### src/rtl/can_tp_pkg.sv
package can_tp_pkg;

  typedef enum logic [1:0] {
    TXS_CORE   = 2'b00,
    TXS_SAMPLE = 2'b01,
    TXS_DOM    = 2'b10,
    TXS_REC    = 2'b11
  } txsel_e;

  localparam int FRC_MUX_B = 0;
  localparam int FRC_TX_B  = 1;
  localparam int MON_MUX_B = 2;
  localparam int MON_TX_B  = 3;
  localparam int LPBK_B    = 4;
  localparam int TXSEL_LSB = 5;
  localparam int RXLVL_B   = 7;
  localparam int USED_W    = 8;

  typedef struct packed {
    txsel_e txsel;
    logic   lpbk;
    logic   frc_tx;
    logic   frc_mux;
  } tp_cfg_t;

endpackage

### src/rtl/tp_cfg_reg.sv
module tp_cfg_reg
  import can_tp_pkg::*;
#(
  parameter int DATA_W = 32
) (
  input  logic              clk,
  input  logic              rst_n,
  input  logic              wr,
  input  logic [DATA_W-1:0] wdata,
  input  logic              unlock,
  output tp_cfg_t           cfg,
  output logic              wr_err
);

  // Bits that no write can change: reserved, the monitors and the receive level.
  logic unused_wbits;
  assign unused_wbits = ^{wdata[DATA_W-1:USED_W], wdata[RXLVL_B],
                          wdata[MON_TX_B], wdata[MON_MUX_B]};

  logic accept;
  assign accept = wr && unlock;

  always_ff @(posedge clk or negedge rst_n) begin
    if (!rst_n) begin
      cfg    <= '{txsel: TXS_CORE, lpbk: 1'b0, frc_tx: 1'b0, frc_mux: 1'b0};
      wr_err <= 1'b0;
    end else begin
      wr_err <= wr && !unlock;
      if (accept) begin
        cfg.txsel   <= txsel_e'(wdata[TXSEL_LSB +: 2]);
        cfg.lpbk    <= wdata[LPBK_B];
        cfg.frc_tx  <= wdata[FRC_TX_B];
        cfg.frc_mux <= wdata[FRC_MUX_B];
      end
    end
  end

endmodule

### src/rtl/tp_rx_sync.sv
module tp_rx_sync #(
  parameter int   STAGES  = 2,
  parameter logic RST_VAL = 1'b1
) (
  input  logic clk,
  input  logic rst_n,
  input  logic d,
  output logic q
);

  logic [STAGES-1:0] stg;

  generate
    if (STAGES == 1) begin : g_one
      always_ff @(posedge clk or negedge rst_n) begin
        if (!rst_n) stg <= RST_VAL;
        else        stg <= d;
      end
    end else begin : g_chain
      always_ff @(posedge clk or negedge rst_n) begin
        if (!rst_n) stg <= {STAGES{RST_VAL}};
        else        stg <= {stg[STAGES-2:0], d};
      end
    end
  endgenerate

  assign q = stg[STAGES-1];

endmodule

### src/rtl/tp_tx_sel.sv
module tp_tx_sel
  import can_tp_pkg::*;
#(
  parameter logic TX_IDLE = 1'b1
) (
  input  logic   clk,
  input  logic   rst_n,
  input  txsel_e txsel,
  input  logic   core_tx,
  input  logic   core_sample,
  input  logic   core_bit_end,
  output logic   pin
);

  // The bit-time latch keeps running in every mode.
  // Returning to core mode therefore shows the current bit at once.
  logic bit_q;

  always_ff @(posedge clk or negedge rst_n) begin
    if (!rst_n)            bit_q <= TX_IDLE;
    else if (core_bit_end) bit_q <= core_tx;
  end

  always_comb begin
    unique case (txsel)
      TXS_CORE:   pin = bit_q;
      TXS_SAMPLE: pin = core_sample;
      TXS_DOM:    pin = 1'b0;
      TXS_REC:    pin = 1'b1;
      default:    pin = TX_IDLE;
    endcase
  end

endmodule

### src/rtl/can_testpin_ctrl.sv
module can_testpin_ctrl
  import can_tp_pkg::*;
#(
  parameter int   DATA_W      = 32,
  parameter int   SYNC_STAGES = 2,
  parameter logic TX_IDLE     = 1'b1
) (
  input  logic              clk,
  input  logic              rst_n,
  input  logic              reg_wr,
  input  logic [DATA_W-1:0] reg_wdata,
  input  logic              prot_unlock,
  output logic [DATA_W-1:0] reg_rdata,
  output logic              wr_err,
  input  logic              core_tx,
  input  logic              core_sample,
  input  logic              core_bit_end,
  output logic              core_rx,
  input  logic              aux_mux_fn,
  input  logic              aux_tx_fn,
  output logic              aux_mux_o,
  output logic              aux_tx_o,
  input  logic              can_rx_pin,
  output logic              can_tx_pin
);

  tp_cfg_t cfg;
  logic    rx_s;

  tp_cfg_reg #(.DATA_W(DATA_W)) u_cfg (
    .clk    (clk),
    .rst_n  (rst_n),
    .wr     (reg_wr),
    .wdata  (reg_wdata),
    .unlock (prot_unlock),
    .cfg    (cfg),
    .wr_err (wr_err)
  );

  tp_rx_sync #(.STAGES(SYNC_STAGES), .RST_VAL(1'b1)) u_rxs (
    .clk   (clk),
    .rst_n (rst_n),
    .d     (can_rx_pin),
    .q     (rx_s)
  );

  tp_tx_sel #(.TX_IDLE(TX_IDLE)) u_txs (
    .clk          (clk),
    .rst_n        (rst_n),
    .txsel        (cfg.txsel),
    .core_tx      (core_tx),
    .core_sample  (core_sample),
    .core_bit_end (core_bit_end),
    .pin          (can_tx_pin)
  );

  assign aux_mux_o = aux_mux_fn | cfg.frc_mux;
  assign aux_tx_o  = aux_tx_fn  | cfg.frc_tx;
  assign core_rx   = cfg.lpbk ? core_tx : rx_s;

  always_comb begin
    reg_rdata                  = '0;
    reg_rdata[FRC_MUX_B]       = cfg.frc_mux;
    reg_rdata[FRC_TX_B]        = cfg.frc_tx;
    reg_rdata[MON_MUX_B]       = aux_mux_o;
    reg_rdata[MON_TX_B]        = aux_tx_o;
    reg_rdata[LPBK_B]          = cfg.lpbk;
    reg_rdata[TXSEL_LSB +: 2]  = cfg.txsel;
    reg_rdata[RXLVL_B]         = rx_s;
  end

endmodule

### config.mk
export PLATFORM = sky130hd
export DESIGN_NAME = can_testpin_ctrl
export DESIGN_NICKNAME = d
export VERILOG_FILES = /design/src/rtl/can_tp_pkg.sv /design/src/rtl/tp_cfg_reg.sv /design/src/rtl/tp_rx_sync.sv /design/src/rtl/tp_tx_sel.sv /design/src/rtl/can_testpin_ctrl.sv
export SDC_FILE = /design/constraint.sdc
export NUM_CORES = 1
export LEC_CHECK = 0
export BUFFER_PORTS_ARGS = -buffer_cell sky130_fd_sc_hd__buf_2
export CAP_MARGIN = 20
export CELL_PAD_IN_SITES_DETAIL_PLACEMENT = 1
export CELL_PAD_IN_SITES_GLOBAL_PLACEMENT = 2
export CORE_UTILIZATION = 15
export CTS_BUF_LIST = sky130_fd_sc_hd__clkbuf_8
export CTS_CLUSTER_DIAMETER = 150
export DETAILED_ROUTE_END_ITERATION = 8
export PLACE_DENSITY_LB_ADDON = 0.1
export SLEW_MARGIN = 20
export SYNTH_ARGS = -nofsm -noshare
export SYNTH_HDL_FRONTEND = slang
export SYNTH_HIERARCHICAL = 1
export SYNTH_SLANG_ARGS = --single-unit
### constraint.sdc
create_clock -name clk -period 1.6 [get_ports clk]
set_input_delay 0.16 -clock clk [delete_from_list [all_inputs] [get_ports clk]]
set_output_delay 0.16 -clock clk [all_outputs]
set_load 0.02 [all_outputs]
Word-level counts from Yosys, hierarchy flattened. Index checks and enable logic that the tools add are counted.

Flip-flop bits (word level): 9. Bits in latches: 0. Memory bits (writable): 0. ROM bits: 0. Input port bits: 42. Output and inout port bits: 37. Memories: 0.

$add $sub $neg: 0. Multipliers: 0. Divide/modulo/power cells: 0. $lt $le $gt $ge: 0. Equality and inequality tests: 3. Shifts and indexed selects: 0. Mux-type cells: 2. Bitwise operators: 2. Reduce and logical (&&, ||, !) cells: 4.

Operator list (number): == test 2 bit (second input constant) (2); case mux 1 bit (4 select lines) (1); == test 2 x 1 -> 1 bit (second input constant) (1); logical AND 1 bit (2); zero test 2 bit (1); OR 1 bit (2); zero test 1 bit (1); 2-to-1 mux 1 bit (1).

Longest topological paths before layout. Gate-level depths: netlist of the first run.

Word-level depth: 2. Depth in mapped cells: 2. Gate-level depth less buffers: 2.

By module. The synthesis of the first run kept the hierarchy.

By module, submodules not included: can_testpin_ctrl (instances 1, cells each 31, area each 234.0 um2, seq. area each 0.0 um2); tp_cfg_reg (instances 1, cells each 13, area each 221.5 um2, seq. area each 150.1 um2); tp_tx_sel (instances 1, cells each 5, area each 57.6 um2, seq. area each 26.3 um2); tp_rx_sync (instances 1, cells each 2, area each 52.6 um2, seq. area each 52.6 um2).

Least setup slack after synthesis of the first run. No wires, ideal clock.

Path kind: register -> output. Start: reg u_cfg/cfg[0] (netlist name). End: out reg_rdata[2]. Data arrival time: 0.997 ns. Slack: 0.443 ns. Cell stages (with the launch flop): 3. Cells stage by stage: dfrtp_1 -> or2_2 -> buf_4.

Longest elaborated chain between the ends: 1.

Ends and longest elaborated chain: OR 1 bit (line can_testpin_ctrl.sv:57) `assign aux_mux_o = aux_mux_fn | cfg.frc_mux;`; end: declaration (line can_testpin_ctrl.sv:13) `output logic [DATA_W-1:0] reg_rdata,`.

Every way passes these cells.

Worst setup path after layout of the first run.
Start: reg u_cfg/cfg[2] (netlist name). End: out core_rx.

Longest elaborated chain between the ends: 1.

Ends and longest elaborated chain: 2-to-1 mux 1 bit (line can_testpin_ctrl.sv:59) `assign core_rx = cfg.lpbk ? core_tx : rx_s;`; end: declaration (line can_testpin_ctrl.sv:18) `output logic core_rx,`.

Every way passes these cells.

==> results of run 1 <==
-- power by group --
group	switching, mW	total [mW]	internal, mW	leakage (nW)
Clock	0.0839	0.250	0.167	0.0269
Combinational	0.138	0.212	0.0730	0.240
Sequential	0.0185	0.276	0.258	0.103
-- how the worst min path moves through the flow --
stage	start	to	cells past startpoint
finish	can_rx_pin	u_rxs/stg[0]	1
global route	can_rx_pin	u_rxs/stg[0]	1
CTS	can_rx_pin	u_rxs/stg[0]	1
detailed placement	rst_n	u_cfg/cfg[2]	1
global placement	rst_n	u_cfg/cfg[2]	1
floorplan	rst_n	u_cfg/cfg[0]	0
-- kinds of logic (layout without fill, tap and decap cells) --
| logic type | Yosys count | count (layout) | synth area share |
|---|---|---|---|
| buffers and inverters | 27 | 32 | 0.358 |
| other | 1 | 24 | 0.00663 |
| flip-flops | 9 | 9 | 0.405 |
| AND/OR/NAND/NOR | 5 | 5 | 0.0597 |
| AO/OA/AOI/OAI | 2 | 2 | 0.0177 |
| multiplexers | 7 | 7 | 0.153 |
-- area by class of cell --
class,count,area share
clock buffer,3,0.0592
tap,46,0.0826
timing repair buffer,28,0.208
multi-input combinational,38,0.316
sequential,9,0.329
clock inverter,1,0.00539
-- what timing repair did --
action,in CTS,in global routing
buffers inserted,0,0
endpoints found under the hold margin,6,0
hold buffers,1,0
-- layout by cell type, fill, tap and decap left out, drive strengths merged --
cell         Yosys  final
and2b            1      1
inv              0      1
or2              2      2
nand2            1      1
dfstp            3      3
o21ai            2      2
clkbuf           0      3
dlygate4sd3      0      1
buf             27     27
mux2             7      7
nand2b           1      1
conb             1     24
dfrtp            6      6
-- metal layers --
layer | track usage | part of all wire
met5 | 0 | 0
met4 | 0.0170 | 0
met3 | 0.0380 | 0.14
met2 | 0.0811 | 0.47
met1 | 0.0639 | 0.39
-- through the flow --
stage	setup slack (ns)	power [mW]
after floorplan	0.443	0.474
after global placement	0.584	0.489
after detailed placement	0.587	0.491
after CTS	0.330	0.755
after global routing	0.292	0.785
final	0.347	0.738
-- flip-flops by register name (all words and copies together) (netlist names) --
register / flops
u_txs/bit_q: 1
u_cfg/cfg: 5
u_rxs/stg: 2
u_cfg/wr_err: 1
==> out/metrics.cfg, run 1 <==
[power_and_ir_drop]
ir_drop_v = 0.000418
power_leakage_nw = 0.370
power_density_nw_per_um2 = 1060

[synthesis]
ys.flop_type = dfrtp_1
yosysMostFrequentCell = buf_4
yosys_warnings = 6
yosysTopAreaCell = buf_4
synth.distinct_cells = 12
yosysTopAreaCellShare = 0.358
syn_inst = 51
synth_edf_count = 0
seq_area_frac_synth = 0.405
synthArstFlopShare = 1.00
synth.cell_area_um2 = 566
syn_avg_cell_area_um2 = 11.1
ys_top_cells_by_count = 27 x buf_4, 6 x dfrtp_1, 5 x mux2_2, 3 x dfstp_2
synthTopCellsByArea = buf_4 36%, dfrtp_1 27%, dfstp_2 14%
synth-seq-cells = 9

[timing]
rsz0062_at_grt = no
hold_slack_ns = 0.0295
final.setup.tns_ns = 0
maxSlewViolCount = 0
finalCritPeriodShare = 0.783
period_minus_slack_ns = 1.25
setup_viol = 0
finalClockSkew_ns = 0.00000969
fmax_mhz = 798
finalHoldViolations = 0

[floorplan]
io_pins = 79
chipWidth_um = 63.4
die_h_um = 63.4
rows = 21
initial_core_util = 0.163
die-area_um2 = 4020
core_area_um2 = 3470

[cts]
cts_htree_levels = 1
cts.sinks = 9
clockBufferDepth = 2
cts_resized = 0
insertion_delay_ns = 0.23
cts_tree = yes
cts_made_buffers = 3
root_buffer = clkbuf_8
cts.reportedPaths.clkPinSlew_ns = 0.04

[worst_hold_path]
hp-class = in2reg

[critical_path]
r2r_cells = 1
cp_top_family = flip-flops
critical_path_class = reg2out
worstPathArrival_ns = 1.09
endpoint = core_rx
crit_chain = mux2_4 -> buf_2
cp_slowest_cell = dfrtp_1
crit_fanout = 3
cp-startpoint = u_cfg/cfg[2]
reg2reg_to = u_cfg/cfg[2]
cp_num_buf_inv = 1
regToRegSetupSlack_ns = 0.80
required_ns = 1.44
cp_slowest_stage_delay_ns = 0.41
crit_cells = 2
end_kind = output pin
rr_startpoint = u_cfg/cfg[2]
startpoint_type = register

[finish]
multi_input_area_um2 = 220
layout.area.seq_um2 = 229
antenna_cells = 0
drive_gt1_frac = 0.557
post-route-util = 0.201
final_area_um2 = 697
finalNonFillerCells = 125
area_growth_pct = 23.2
fin_nets = 122
fillers = 425

[status]
status = finished, final reports clean

[global_routing]
grt_pass1_vias = 331
grt-ovfl-total = 0
grt_max_degree = 10
grt_usage = 0.0554
grt_pass1_wl_um = 1610
antenna_found_initial = 0

[routing]
drc = 0
vias = 367
vias_per_cell = 2.94
routed_wl_um = 1020
final_antenna_net_count = 0
firstDrtPassIters = 2
initialDrtViolationCount = 8
wl_per_cell_um = 8.15

[place]
post-dp-hpwl_um = 855
gp_congestion = 0.565
place_inst = 120
placed_cell_area_um2 = 642
portBuffers = 27

[job]
max_cap_viol_count = 0

Note: power is estimated with default switching activity, not from simulation.
==> run 2: changes to the inputs <==
CORE_UTILIZATION = 14   (was 15)
clock period = 1.3 ns   (was 1.6 ns; I/O delays follow)
==> run 2 against run 1 <==
Final cell count up 2.4%. Power up 24%. Critical path depth unchanged. Register-to-register slack worse by 0.30 ns. Sequential cell count unchanged. Die area up 6.9%. Highest routed layer unchanged. Worst hold slack better by 0.11 ns.
==> out/metrics.cfg, run 2 (synthesis gave the netlist of run 1 again) <==
[floorplan]
die-area_um2 = 4300
initial_core_util = 0.150
chipWidth_um = 65.6
io_pins = 79
die_h_um = 65.6
rows = 22
core_area_um2 = 3770

[timing]
finalHoldViolations = 0
maxSlewViolCount = 0
setup_viol = 0
final.setup.tns_ns = 0
period_minus_slack_ns = 1.23
rsz0062_at_grt = no
finalWorstSetupSlack_ns = 0.0716
fmax_mhz = 814
finalClockSkew_ns = 0.00000908
hold_slack_ns = 0.136
finalCritPeriodShare = 0.945

[routing]
vias_per_cell = 2.86
routed_wl_um = 1030
initialDrtViolationCount = 2
firstDrtPassIters = 4
vias = 366
drc = 0
final_antenna_net_count = 0
wl_per_cell_um = 8.06

[job]
max_cap_viol_count = 0

[finish]
area_growth_pct = 25.4
layout_commonest_cell = buf_2
top_register = u_cfg/cfg
antenna_cells = 0
finalNonFillerCells = 128
fin_nets = 123
largest_registers = u_cfg/cfg x5, u_rxs/stg x2
largest_reg_flops = 5
drive_gt1_frac = 0.550
layout_common_cells = 27 x buf_2, 24 x conb_1, 6 x dfrtp_1, 5 x mux2_2

[cts]
cts_resized = 0
cts_made_buffers = 3
clockBufferDepth = 2
cts.reportedPaths.clkPinSlew_ns = 0.05
cts.sinks = 9
cts_tree = yes
root_buffer = clkbuf_8
cts_htree_levels = 1
insertion_delay_ns = 0.23

[power_and_ir_drop]
clockPowerShare = 0.342
ir_drop_v = 0.000434
switching_share = 0.328
p_sw_uw = 300
p_seq_frac = 0.372
power.total_uw = 914
power_density_nw_per_um2 = 1290
internal-power_uw = 614
comb_power_share = 0.286
power_leakage_nw = 0.375

[critical_path]
end_kind = output pin
crit_chain = mux2_4 -> buf_2
worstPathArrival_ns = 1.10
cp_top_family = flip-flops
crit_fanout = 3
required_ns = 1.17
startpoint_type = register
critical_path_class = reg2out
cp_num_buf_inv = 1
cp_slowest_stage_delay_ns = 0.41
cp_slowest_cell = dfrtp_1

[place]
portBuffers = 27
dp_worst_setup_slack_ns = 0.307
gp_congestion = 0.537
place_inst = 122

[global_routing]
antenna_found_initial = 0
grt_max_degree = 10
grt_pass1_wl_um = 1500
grt_usage = 0.0492
grt-ovfl-total = 0
grt_pass1_vias = 323

[status]
status = finished, final reports clean

[worst_hold_path]
hp-class = in2reg

## run 2: changes by cell type in the layout (fill, tap and decap cells not counted), sizes merged
cell,change
dlygate4sd3,+1
## run 2: layout make-up
| cell class | count | area [um2] |
|---|---|---|
| fill | 452 | 3060 |
| tap | 48 | 60.1 |
| multi-input combinational | 38 | 220 |
| timing repair buffer | 29 | 155 |
| sequential | 9 | 229 |
| clock buffer | 3 | 41.3 |
| clock inverter | 1 | 3.75 |
## run 2: path summary, 6_finish.rpt
path | slack (ns) | depth (start not counted) | startpoint | end
setup / recovery | 0.07 | 2 | u_cfg/cfg[2] | core_rx
hold / removal | 0.14 | 2 | reg_wdata[0] | u_cfg/cfg[0]
setup reg to reg | 0.50 | 1 | u_cfg/cfg[2] | u_cfg/cfg[2]
hold reg to reg | 0.35 | 0 | u_rxs/stg[0] | u_rxs/stg[1]
max in group asynchronous | 0.75 | 2 | rst_n | u_txs/bit_q
min in group asynchronous | 0.30 | 2 | rst_n | u_cfg/cfg[0]
## run 2: timing repair
| action | CTS | global route |
|---|---|---|
| hold buffers | 2 | 0 |
| setup buffers | 0 | 0 |
| endpoints found under the hold margin | 10 | 0 |
## run 2: through the flow
step	area (um2)	util
6_report	709	0.188
5_1_grt	709	0.188
4_1_cts	709	0.188
3_5_place_dp	644	0.171
3_3_place_gp	644	0.171
2_1_floorplan	652	-
## run 2: power groups by stage
stage | combinational (mW) | sequential (mW) | clock, mW
after floorplan | 0.213 | 0.371 | 0
after global placement | 0.259 | 0.344 | 0
after detailed placement | 0.260 | 0.346 | 0
after CTS | 0.265 | 0.342 | 0.334
after global routing | 0.281 | 0.347 | 0.342
final | 0.262 | 0.340 | 0.312
## run 2: metal layers
metal,up-vias,wire length [um],GRT usage
met2,25,592,0.0825
li1,169,-,-
met5,-,0,0
met4,0,0,0.0326
met3,0,91,0.0226
met1,172,347,0.0483
